<file path="config.mk">
export PLATFORM = sky130hd
export DESIGN_NAME = mem_parity_guard
export DESIGN_NICKNAME = d
export VERILOG_FILES = /design/src/rtl/mpg_pkg.sv /design/src/rtl/mpg_bank.sv /design/src/rtl/mpg_lock.sv /design/src/rtl/mpg_disp.sv /design/src/rtl/mem_parity_guard.sv
export SDC_FILE = /design/constraint.sdc
export NUM_CORES = 2
export LEC_CHECK = 0
export BUFFER_PORTS_ARGS = -buffer_cell sky130_fd_sc_hd__buf_2
export CELL_PAD_IN_SITES_DETAIL_PLACEMENT = 2
export CELL_PAD_IN_SITES_GLOBAL_PLACEMENT = 2
export CORE_MARGIN = 8
export CORE_UTILIZATION = 30
export CTS_BUF_LIST = sky130_fd_sc_hd__clkbuf_2 sky130_fd_sc_hd__clkbuf_4 sky130_fd_sc_hd__clkbuf_8
export DETAILED_ROUTE_END_ITERATION = 8
export HOLD_SLACK_MARGIN = 0.05
export PLACE_DENSITY_LB_ADDON = 0.1
export SLEW_MARGIN = 20
export SYNTH_ARGS = -nofsm -noshare
export SYNTH_HDL_FRONTEND = slang
export SYNTH_SLANG_ARGS = --single-unit
</file>
<file path="constraint.sdc">
create_clock -name clk_i -period 6.35 [get_ports clk_i]
set_clock_uncertainty 0.2 [all_clocks]
set_input_delay 0.9525 -clock clk_i [delete_from_list [all_inputs] [get_ports clk_i]]
set_output_delay 0.9525 -clock clk_i [all_outputs]
set_load 0.02 [all_outputs]
</file>
<file path="src/rtl/mpg_pkg.sv">
`timescale 1ns/1ps
package mpg_pkg;
  localparam int unsigned DATA_W    = 8;
  localparam int unsigned NUM_BANKS = 3;

  typedef enum logic [1:0] {
    RGN_MAIN = 2'b00,
    RGN_CHAR = 2'b01,
    RGN_CTRL = 2'b10,
    RGN_NONE = 2'b11
  } region_e;

  // bit that makes {p, d} even
  function automatic logic even_par(input logic [DATA_W-1:0] d);
    return ^d;
  endfunction
endpackage

</file>
<file path="src/rtl/mpg_bank.sv">
`timescale 1ns/1ps
module mpg_bank #(
  parameter int unsigned AW      = 6,
  parameter int unsigned DW      = 8,
  parameter bit          DISP_EN = 1'b0
) (
  input  logic          clk_i,
  input  logic          rst_ni,
  input  logic          cpu_re_i,
  input  logic          cpu_we_i,
  input  logic [AW-1:0] cpu_addr_i,
  input  logic [DW:0]   cpu_wword_i,
  output logic [DW:0]   cpu_rword_o,
  input  logic          disp_re_i,
  input  logic [AW-1:0] disp_addr_i,
  output logic [DW-1:0] disp_rword_o
);
  localparam int unsigned DEPTH = 1 << AW;

  logic [DW:0] mem_q [DEPTH];

  always_ff @(posedge clk_i) begin
    if (cpu_we_i) mem_q[cpu_addr_i] <= cpu_wword_i;
  end

  // read-first: a write in the same cycle returns the old word
  always_ff @(posedge clk_i or negedge rst_ni) begin
    if (!rst_ni)       cpu_rword_o <= '0;
    else if (cpu_re_i) cpu_rword_o <= mem_q[cpu_addr_i];
  end

  logic [DW:0] disp_word;
  assign disp_word = mem_q[disp_addr_i];

  always_ff @(posedge clk_i or negedge rst_ni) begin
    if (!rst_ni)        disp_rword_o <= '0;
    else if (disp_re_i) disp_rword_o <= DISP_EN ? disp_word[DW-1:0] : '0;
  end
endmodule

</file>
<file path="src/rtl/mpg_lock.sv">
`timescale 1ns/1ps
module mpg_lock #(
  parameter int unsigned DW = 8
) (
  input  logic        clk_i,
  input  logic        rst_ni,
  input  logic        soft_rst_i,
  input  logic        chk_i,
  input  logic [DW:0] word_i,
  input  logic        override_i,
  input  logic        clr_i,
  output logic        err_o,
  output logic        lockout_o,
  output logic        status_o,
  output logic        underline_o
);
  logic lock_q, stat_q, ul_q;
  logic set_lock;

  assign err_o     = chk_i & (^word_i);
  assign set_lock  = err_o & ~override_i;
  assign lockout_o = lock_q | set_lock;

  always_ff @(posedge clk_i or negedge rst_ni) begin
    if (!rst_ni) begin
      lock_q <= 1'b0;
      stat_q <= 1'b0;
      ul_q   <= 1'b0;
    end else if (soft_rst_i) begin
      lock_q <= 1'b0;
      stat_q <= 1'b0;
      ul_q   <= 1'b0;
    end else begin
      lock_q <= lock_q | set_lock;
      stat_q <= (stat_q & ~clr_i) | err_o;
      ul_q   <= ul_q | (err_o & override_i);
    end
  end

  assign status_o    = stat_q;
  assign underline_o = ul_q;
endmodule

</file>
<file path="src/rtl/mpg_disp.sv">
`timescale 1ns/1ps
module mpg_disp #(
  parameter int unsigned DW = 8
) (
  input  logic          disp_rd_i,
  input  logic          lockout_i,
  input  logic [DW-1:0] word_i,
  output logic          disp_re_o,
  output logic [DW-1:0] char_o
);
  // receivers off and output buffer cleared while locked
  assign disp_re_o = disp_rd_i & ~lockout_i;
  assign char_o    = lockout_i ? '0 : word_i;
endmodule

</file>
<file path="src/rtl/mem_parity_guard.sv">
`timescale 1ns/1ps
module mem_parity_guard
  import mpg_pkg::*;
#(
  parameter int unsigned AW = 6
) (
  input  logic              clk_i,
  input  logic              rst_ni,
  input  logic              restart_i,
  input  logic              diag_i,
  input  logic              cpu_req_i,
  input  logic              cpu_we_i,
  input  logic [1:0]        region_i,
  input  logic [AW-1:0]     addr_i,
  input  logic [DATA_W-1:0] wdata_i,
  input  logic              force_bad_i,
  input  logic              override_i,
  input  logic              err_clr_i,
  output logic [DATA_W-1:0] rdata_o,
  output logic              rvalid_o,
  output logic              lockout_o,
  output logic              status_o,
  output logic              underline_o,
  input  logic              disp_rd_i,
  input  logic [AW-1:0]     disp_addr_i,
  output logic [DATA_W-1:0] disp_char_o
);
  localparam int unsigned DW = DATA_W;

  logic          soft_rst;
  logic          acc_v, chk_d, rd_d;
  logic          chk_q, rd_q;
  logic [1:0]    rgn_q;
  logic [DW:0]   wword;
  logic [DW:0]   bank_rword [NUM_BANKS];
  logic [DW-1:0] bank_disp  [NUM_BANKS];
  logic [DW:0]   rword_m;
  logic [DW-1:0] disp_any;
  logic          disp_re;
  logic          err_now;

  assign soft_rst = restart_i | diag_i;
  assign wword    = {even_par(wdata_i) ^ force_bad_i, wdata_i};

  assign acc_v = cpu_req_i & (region_i != RGN_NONE) & ~lockout_o;
  assign chk_d = acc_v & (~cpu_we_i | (region_i == RGN_CTRL));
  assign rd_d  = acc_v & ~cpu_we_i;

  always_ff @(posedge clk_i or negedge rst_ni) begin
    if (!rst_ni) begin
      chk_q <= 1'b0;
      rd_q  <= 1'b0;
      rgn_q <= RGN_NONE;
    end else begin
      chk_q <= chk_d;
      rd_q  <= rd_d;
      if (acc_v) rgn_q <= region_i;
    end
  end

  for (genvar g = 0; g < NUM_BANKS; g++) begin : g_bank
    logic sel;
    assign sel = (region_i == 2'(g));
    mpg_bank #(
      .AW      (AW),
      .DW      (DW),
      .DISP_EN (g == int'(RGN_CHAR))
    ) u_bank (
      .clk_i        (clk_i),
      .rst_ni       (rst_ni),
      .cpu_re_i     (chk_d & sel),
      .cpu_we_i     (acc_v & cpu_we_i & sel),
      .cpu_addr_i   (addr_i),
      .cpu_wword_i  (wword),
      .cpu_rword_o  (bank_rword[g]),
      .disp_re_i    (disp_re),
      .disp_addr_i  (disp_addr_i),
      .disp_rword_o (bank_disp[g])
    );
  end

  always_comb begin
    rword_m  = '0;
    disp_any = '0;
    for (int i = 0; i < NUM_BANKS; i++) begin
      if (rgn_q == 2'(i)) rword_m = bank_rword[i];
      disp_any = disp_any | bank_disp[i];
    end
  end

  mpg_lock #(.DW(DW)) u_lock (
    .clk_i       (clk_i),
    .rst_ni      (rst_ni),
    .soft_rst_i  (soft_rst),
    .chk_i       (chk_q),
    .word_i      (rword_m),
    .override_i  (override_i),
    .clr_i       (err_clr_i),
    .err_o       (err_now),
    .lockout_o   (lockout_o),
    .status_o    (status_o),
    .underline_o (underline_o)
  );

  mpg_disp #(.DW(DW)) u_disp (
    .disp_rd_i (disp_rd_i),
    .lockout_i (lockout_o),
    .word_i    (disp_any),
    .disp_re_o (disp_re),
    .char_o    (disp_char_o)
  );

  assign rvalid_o = rd_q;
  assign rdata_o  = (rd_q & ~lockout_o) ? rword_m[DW-1:0] : '0;
endmodule

</file>
# Yosys cells after proc, flatten, opt, wreduce, memory -nomap -nowiden
# Memory sizes are Yosys's and may differ from the RTL's. A register that Yosys moved wholly into a read port is not among the register bits.
# Index checks and enable logic that the tools add are counted.
[totals]
regBits = 7
ram_bits = 1728
n_memories = 3
[mem_list]
columns = ["name", "depth", "width", "read_ports", "rd_clocked_by_memory_dff", "wr", "line", "source"]
rows = [
  ["g_bank[0].u_bank.mem_q", 64, 9, 1, 1, 1, "mpg_bank.sv:20", "logic [DW:0] mem_q [DEPTH];"],
  ["g_bank[1].u_bank.mem_q", 64, 9, 2, 2, 1, "mpg_bank.sv:20", ""],
  ["g_bank[2].u_bank.mem_q", 64, 9, 1, 1, 1, "mpg_bank.sv:20", ""],
]
[classes]
n_eq_ne = 5
muxes = 14
bitwise = 27
reduce_logical = 8
[ops]
columns = ["op", "count"]
rows = [
  ["$mux 9", 3],
  ["$and 1x1->1", 17],
  ["$mux 8", 2],
  ["$mux 1", 9],
  ["$reduce_xor 9->1", 1],
  ["$reduce_xor 8->1", 1],
  ["$or 1x1->1", 5],
  ["$eq 2x1->1 const B", 2],
  ["$eq 2x2->1 const B", 2],
  ["$logic_not 1->1", 4],
  ["$logic_not 2->1", 2],
  ["$not 1->1", 4],
  ["$ne 2x2->1 const B", 1],
  ["$xor 1x1->1", 1],
]

# Logic depth before layout (Yosys ltp)
[depth]
word_depth = 14
depth_mapped = 13
mapped_depth_nobuf = 8

# Cells and area by module
# A second synthesis with hierarchy kept.
[unflattened]
cells_unflattened = 4221
area_unflattened_um2 = 74122.3
[by_module_without_submodules]
columns = ["mod", "n_inst", "cells_each", "area_each_um2"]
rows = [
  ["mpg_bank (g_bank[0].u_bank ...)", 2, 1283, 23009.6],
  ["mpg_bank (g_bank[1].u_bank)", 1, 1530, 27158.5],
  ["mem_parity_guard", 1, 88, 621.8],
  ["mpg_lock", 1, 28, 266.5],
  ["mpg_disp", 1, 9, 56.3],
]

# Least setup slack after synthesis
# No wires, ideal clock.
[synth_timing]
path_kind = "input-to-reg"
from = "input port wdata_i[4]"
to = "memory g_bank[0].u_bank.mem_q[0][8] (netlist name), data pin"
setup_ps = 1287
t_arrival_ps = 6826
required_time_ps = 4863
path_slack_ps = -1963
stages = 4
n_path_buf = 0
cell_sequence = "xnor2_1 xnor2_1 xnor2_1 xnor2_1"
[synth_between]
elab_chain_cells = 2
[synth_lines]
columns = ["element", "line", "source"]
rows = [
  ["start, declared", "mem_parity_guard.sv:15", "input logic [DATA_W-1:0] wdata_i,"],
  ["$reduce_xor 8->1", "mpg_pkg.sv:15", "return ^d;"],
  ["$xor 1x1->1", "mem_parity_guard.sv:43", "assign wword = {even_par(wdata_i) ^ force_bad_i, wdata_i};"],
  ["named net g_bank[0].u_bank.cpu_wword_i[8]", "mpg_bank.sv:12", "input logic [DW:0] cpu_wword_i,"],
  ["end, declared", "mpg_bank.sv:20", ""],
]
# The timed path passes the listed nets, and every way through them passes these cells.

# Worst setup path in the final report
[layout_timing]
from = "register rgn_q[1]"
to = "output port lockout_o"
[layout_between]
elab_chain_cells = 8
elab_cells_between_ends = 10
cone_classes = "eq/ne: 2; mux: 3; bitwise: 3; reduce/logical: 2"
[layout_lines]
columns = ["element", "line", "source"]
rows = [
  ["start, declared", "mem_parity_guard.sv:33", "logic [1:0] rgn_q;"],
  ["start signal, assigned", "mem_parity_guard.sv:57", "if (acc_v) rgn_q <= region_i;"],
  ["$logic_not 2->1", "mem_parity_guard.sv:86", "if (rgn_q == 2'(i)) rword_m = bank_rword[i];"],
  ["$mux 9 (2 in a row)", "mem_parity_guard.sv:86", ""],
  ["$mux 9 (*)", "mem_parity_guard.sv:86", ""],
  ["$reduce_xor 9->1 (*)", "mpg_lock.sv:20", "assign err_o = chk_i & (^word_i);"],
  ["$and 1x1->1 (*)", "mpg_lock.sv:20", ""],
  ["$and 1x1->1 (*)", "mpg_lock.sv:21", "assign set_lock = err_o & ~override_i;"],
  ["$or 1x1->1 (*)", "mpg_lock.sv:22", "assign lockout_o = lock_q | set_lock;"],
  ["end, declared", "mem_parity_guard.sv:21", "output logic lockout_o,"],
]
# Every way passes the cells marked *; elsewhere a longest branch is shown, timed or not.

==> results by group <==
Run status
  • Outcome: finished clean

Global routing
  • Total GRT Usage: 0.241
  • Vias in the first global route: 48,300
  • Remaining Overflow, GRT: 0
  • Antenna violations before repair: 17
  • First-pass GRT wire length: around 430,000 microns
  • Pin count of the biggest net entering global routing: 123

Logic synthesis
  • Largest family of logic cells by synthesized area: multiplexers
  • Simple-Gate Fraction of Synth Area: 0.0338
  • #FFs+latches synth: around 1,800
  • Register area share after synthesis: 0.727
  • Adder-cell share of the synthesized area: 0
  • Dominant synthesized flop cell: edfxtp_1
  • Syn Nets: 4,214
  • Post-synthesis xor/xnor area fraction: 0.00206
  • Post-synth ARST share: 0.0237
  • Post-synth EDFFs: 1,728
  • Post-Synthesis Cells: 4,182
  • Complex-gate fraction of the synthesized area: 0.0871
  • Warnings, synthesis: 0
  • Post-Syn Area: 0.0728 sq mm
  • Post-synthesis mux area share: 0.131
  • Post-synthesis cell type count: 60
  • Syn_area_per_cell: 17.4 sq um

STA
  • Total Neg Setup Slack: 0 ns
  • Final slew viol count: 0
  • Actual slew at the worst max-slew pin: 1.17 ns
  • Setup ws final: 0.434 ns
  • Final period util: 0.932
  • Highest Clock Rate: 0.169 GHz
  • Fin Hold WS: between 0.15 and 0.2 ns
  • # setup viols final: 0
  • RSZ-0062 raised after global routing: false
  • Final hold viol count: 0
  • Normalized max-slew margin: 0.221
  • Fin crit period: 5.92 ns

Clock tree
  • Post-CTS Setup Bufs: 0
  • Clock transition at path regs: around 0.06 ns
  • Worst-skew pair later-pin latency: 1.09 ns
  • H-tree depth: 5
  • Root buffer cell: clkbuf_8
  • # clock sinks: ~1,800
  • CTS buffer count: around 340
  • Clk buf depth: 4
  • CTS tree: built

Layout
  • Layout net count: about 4,700
  • Finished Layout Cells: between 8,000 and 9,000
  • Cell area after layout: between 0.08 and 0.09 sq mm
  • Share of cells above drive strength 1: 0.279
  • P&R area growth vs syn: 17.6%
  • Utilization after layout: 0.354

Floorplanning
  • Die width: roughly 500 microns
  • # rows: 181
  • Die Footprint: between 0.2 and 0.3 sq mm
  • Die height: 509 microns
  • Core ar.: ~0.24 sq mm
  • IO Count: 52
  • Initial Utilization: 0.301

Critical path
  • Critical path startpoint category: register
  • FF-to-FF End: g_bank[2].u_bank.mem_q[53][0]$_DFFE_PP_
  • R2r setup slk: around 1.3 ns
  • CP max-delay cell: dfstp_2
  • CP Cell Sequence: nor2b_1 > o2bb2ai_1 > xor2_1 > xnor3_1 > mux2i_4 > and2_1 > inv_4 > buf_12 > buf_2
  • Crit path required time: 5.20 ns
  • Worst Path Buf+Inv: 3
  • CP top delay family: simple AND/OR/NAND/NOR gates
  • Reg-to-reg startpoint: rgn_q[1]$_DFFE_PN1N_
  • Crit path DAT: ~4.8 ns
  • Worst reg-to-reg path cell count: 9
  • Largest stage delay on the critical path: 0.65 ns
  • Critical Path Sink Type: primary output
  • Setup CP Type: reg -> out
  • Worst-path fanout max: 25

Place
  • Pre-CTS setup slack: approximately 1.3 ns
  • Area of placed instances: 0.0792 sq mm
  • Hpwl dp: 206,000 microns
  • Placed cells: 7,480
  • Port buffer count: 51
  • GPL Wtd Cong: 0.820

Detailed routing
  • Vias post-DR: 45,500
  • Via density: 5.64
  • Drt total wl: 320,000 microns
  • Detailed-route DRC error count: 0
  • Routed Antenna Nets: 0
  • Starting DRT DRC Count: 4,453
  • Drt wl/cell: 39.6 microns
  • Detailed Routing Iterations Pass 1: 8

Hold path
  • Hold Path End: g_bank[2].u_bank.mem_q[27][4]$_DFFE_PP_
  • Worst Hold Class: in -> reg
  • Hold Path Depth: 1
  • Hold path start: wdata_i[4]

Pwr
  • P_leak: 28.1 nW
  • Maximum vdd drop: 0.403 mV
  • Total power draw: 27.9 mW
  • PwrDens: around 330 mW/mm^2

Run
  • Max-cap viol count: 0
power breakdown:
group | leakage [nW] | total (mW) | switching [mW] | internal (mW)
logic | 8.68 | 3.46 | 2.46 | 0.998
registers | 16.0 | 13.4 | 0.239 | 13.1
clock network | 3.39 | 11.0 | 5.01 | 6.01
total | 28.1 | 27.9 | 7.71 | 20.2
flip-flops by register name (all words and copies together) (netlist names), 2 cells and up:
register / count
g_bank.u_bank.mem_q: 1728
g_bank.u_bank.cpu_rword_o: 27
g_bank.u_bank.disp_rword_o: 8
rgn_q: 2
layout make-up:
class | instances | area (sq um)
fillers | 23900 | 157000
flip-flops and latches | 1770 | 52900
multi-input cells | 2095 | 18800
clock buffers | 493 | 5920
well taps | 3202 | 4010
repair buffers | 420 | 3480
clock inverters | 86 | 442
inverters | 5 | 30.0
diodes | 7 | 17.5
layout by cell type (no fill, tap or decap), drive strengths merged, types with 35 or more instances in the layout:
| master | n |
|---|---|
| dfrtp | 40 |
| nand3 | 35 |
| buf | 408 |
| mux2i | 352 |
| a221oi | 150 |
| nand2 | 106 |
| edfxtp | 1728 |
| clkbuf | 493 |
| mux2 | 121 |
| a22o | 62 |
| a21oi | 96 |
| o22ai | 122 |
| o21ai | 112 |
| clkinv | 76 |
| nor3 | 71 |
| a22oi | 196 |
| nor2 | 218 |
| mux4 | 205 |
cells in the mapped netlist (all sizes together) (9+ instances only):
library cell	instances	share of area
mux2	121	0.019
nor2	218	0.011
o2bb2ai	16	0.0019
clkbuf	146	0.0075
mux4	205	0.063
o21ai	112	0.0077
nand2	106	0.0055
a22o	62	0.0075
nor2b	13	0.0011
a222oi	16	0.0022
a211oi	9	0.00093
o221ai	13	0.0016
buf	166	0.012
and2	9	0.00077
o22ai	122	0.010
a21oi	96	0.0066
nand2b	9	0.00077
a221o	33	0.0045
a221oi	150	0.018
dfrtp	40	0.014
nand4	10	0.00086
a211o	11	0.0013
mux2i	352	0.048
o22a	12	0.0014
nor3	71	0.0056
or4	13	0.0013
edfxtp	1728	0.71
nand3	35	0.0024
and3	25	0.0021
a22oi	196	0.020
worst max path at each step:
| stage | start | to | slack [ns] | depth (start not counted) |
|---|---|---|---|---|
| 6_report | rgn_q[1]$_DFFE_PN1N_ | lockout_o | 0.43 | 9 |
| 5_1_grt | rgn_q[1]$_DFFE_PN1N_ | lockout_o | 0.19 | 9 |
| 4_1_cts | rgn_q[1]$_DFFE_PN1N_ | lockout_o | 0.18 | 9 |
| 3_5_place_dp | addr_i[0] | g_bank[0].u_bank.cpu_rword_o[8]$_DFFE_PN0P_ | 1.30 | 9 |
| 3_3_place_gp | rgn_q[1]$_DFFE_PN1N_ | g_bank[1].u_bank.mem_q[30][0]$_DFFE_PP_ | 1.30 | 8 |
| 2_1_floorplan | wdata_i[4] | g_bank[0].u_bank.mem_q[0][8]$_DFFE_PP_ | 0.84 | 4 |
what timing repair did:
item | 4_1_cts | 5_1_grt
hold endpoints to repair | 103 | 0
endpoints found under the setup margin | 0 | 1
resized for setup | 0 | 2
hold buffers | 12 | 0
cell families (layout without fill, tap and decap cells):
kind of cell / count (synthesis) / after routing
buffers and inverters: 317 / 1004
AND/OR/NAND/NOR: 529 / 529
AO/OA/AOI/OAI: 874 / 874
flip-flops: 1770 / 1770
XOR/XNOR: 14 / 14
other: 0 / 7
multiplexers: 678 / 678
metal layers:
metal | share of wire | GRT usage
met5 | 0.000084 | 0
met1 | 0.44 | 0.330
met3 | 0.049 | 0.0338
met4 | 0.031 | 0.0699
met2 | 0.48 | 0.401
Note: power is estimated with default switching activity, not from simulation.
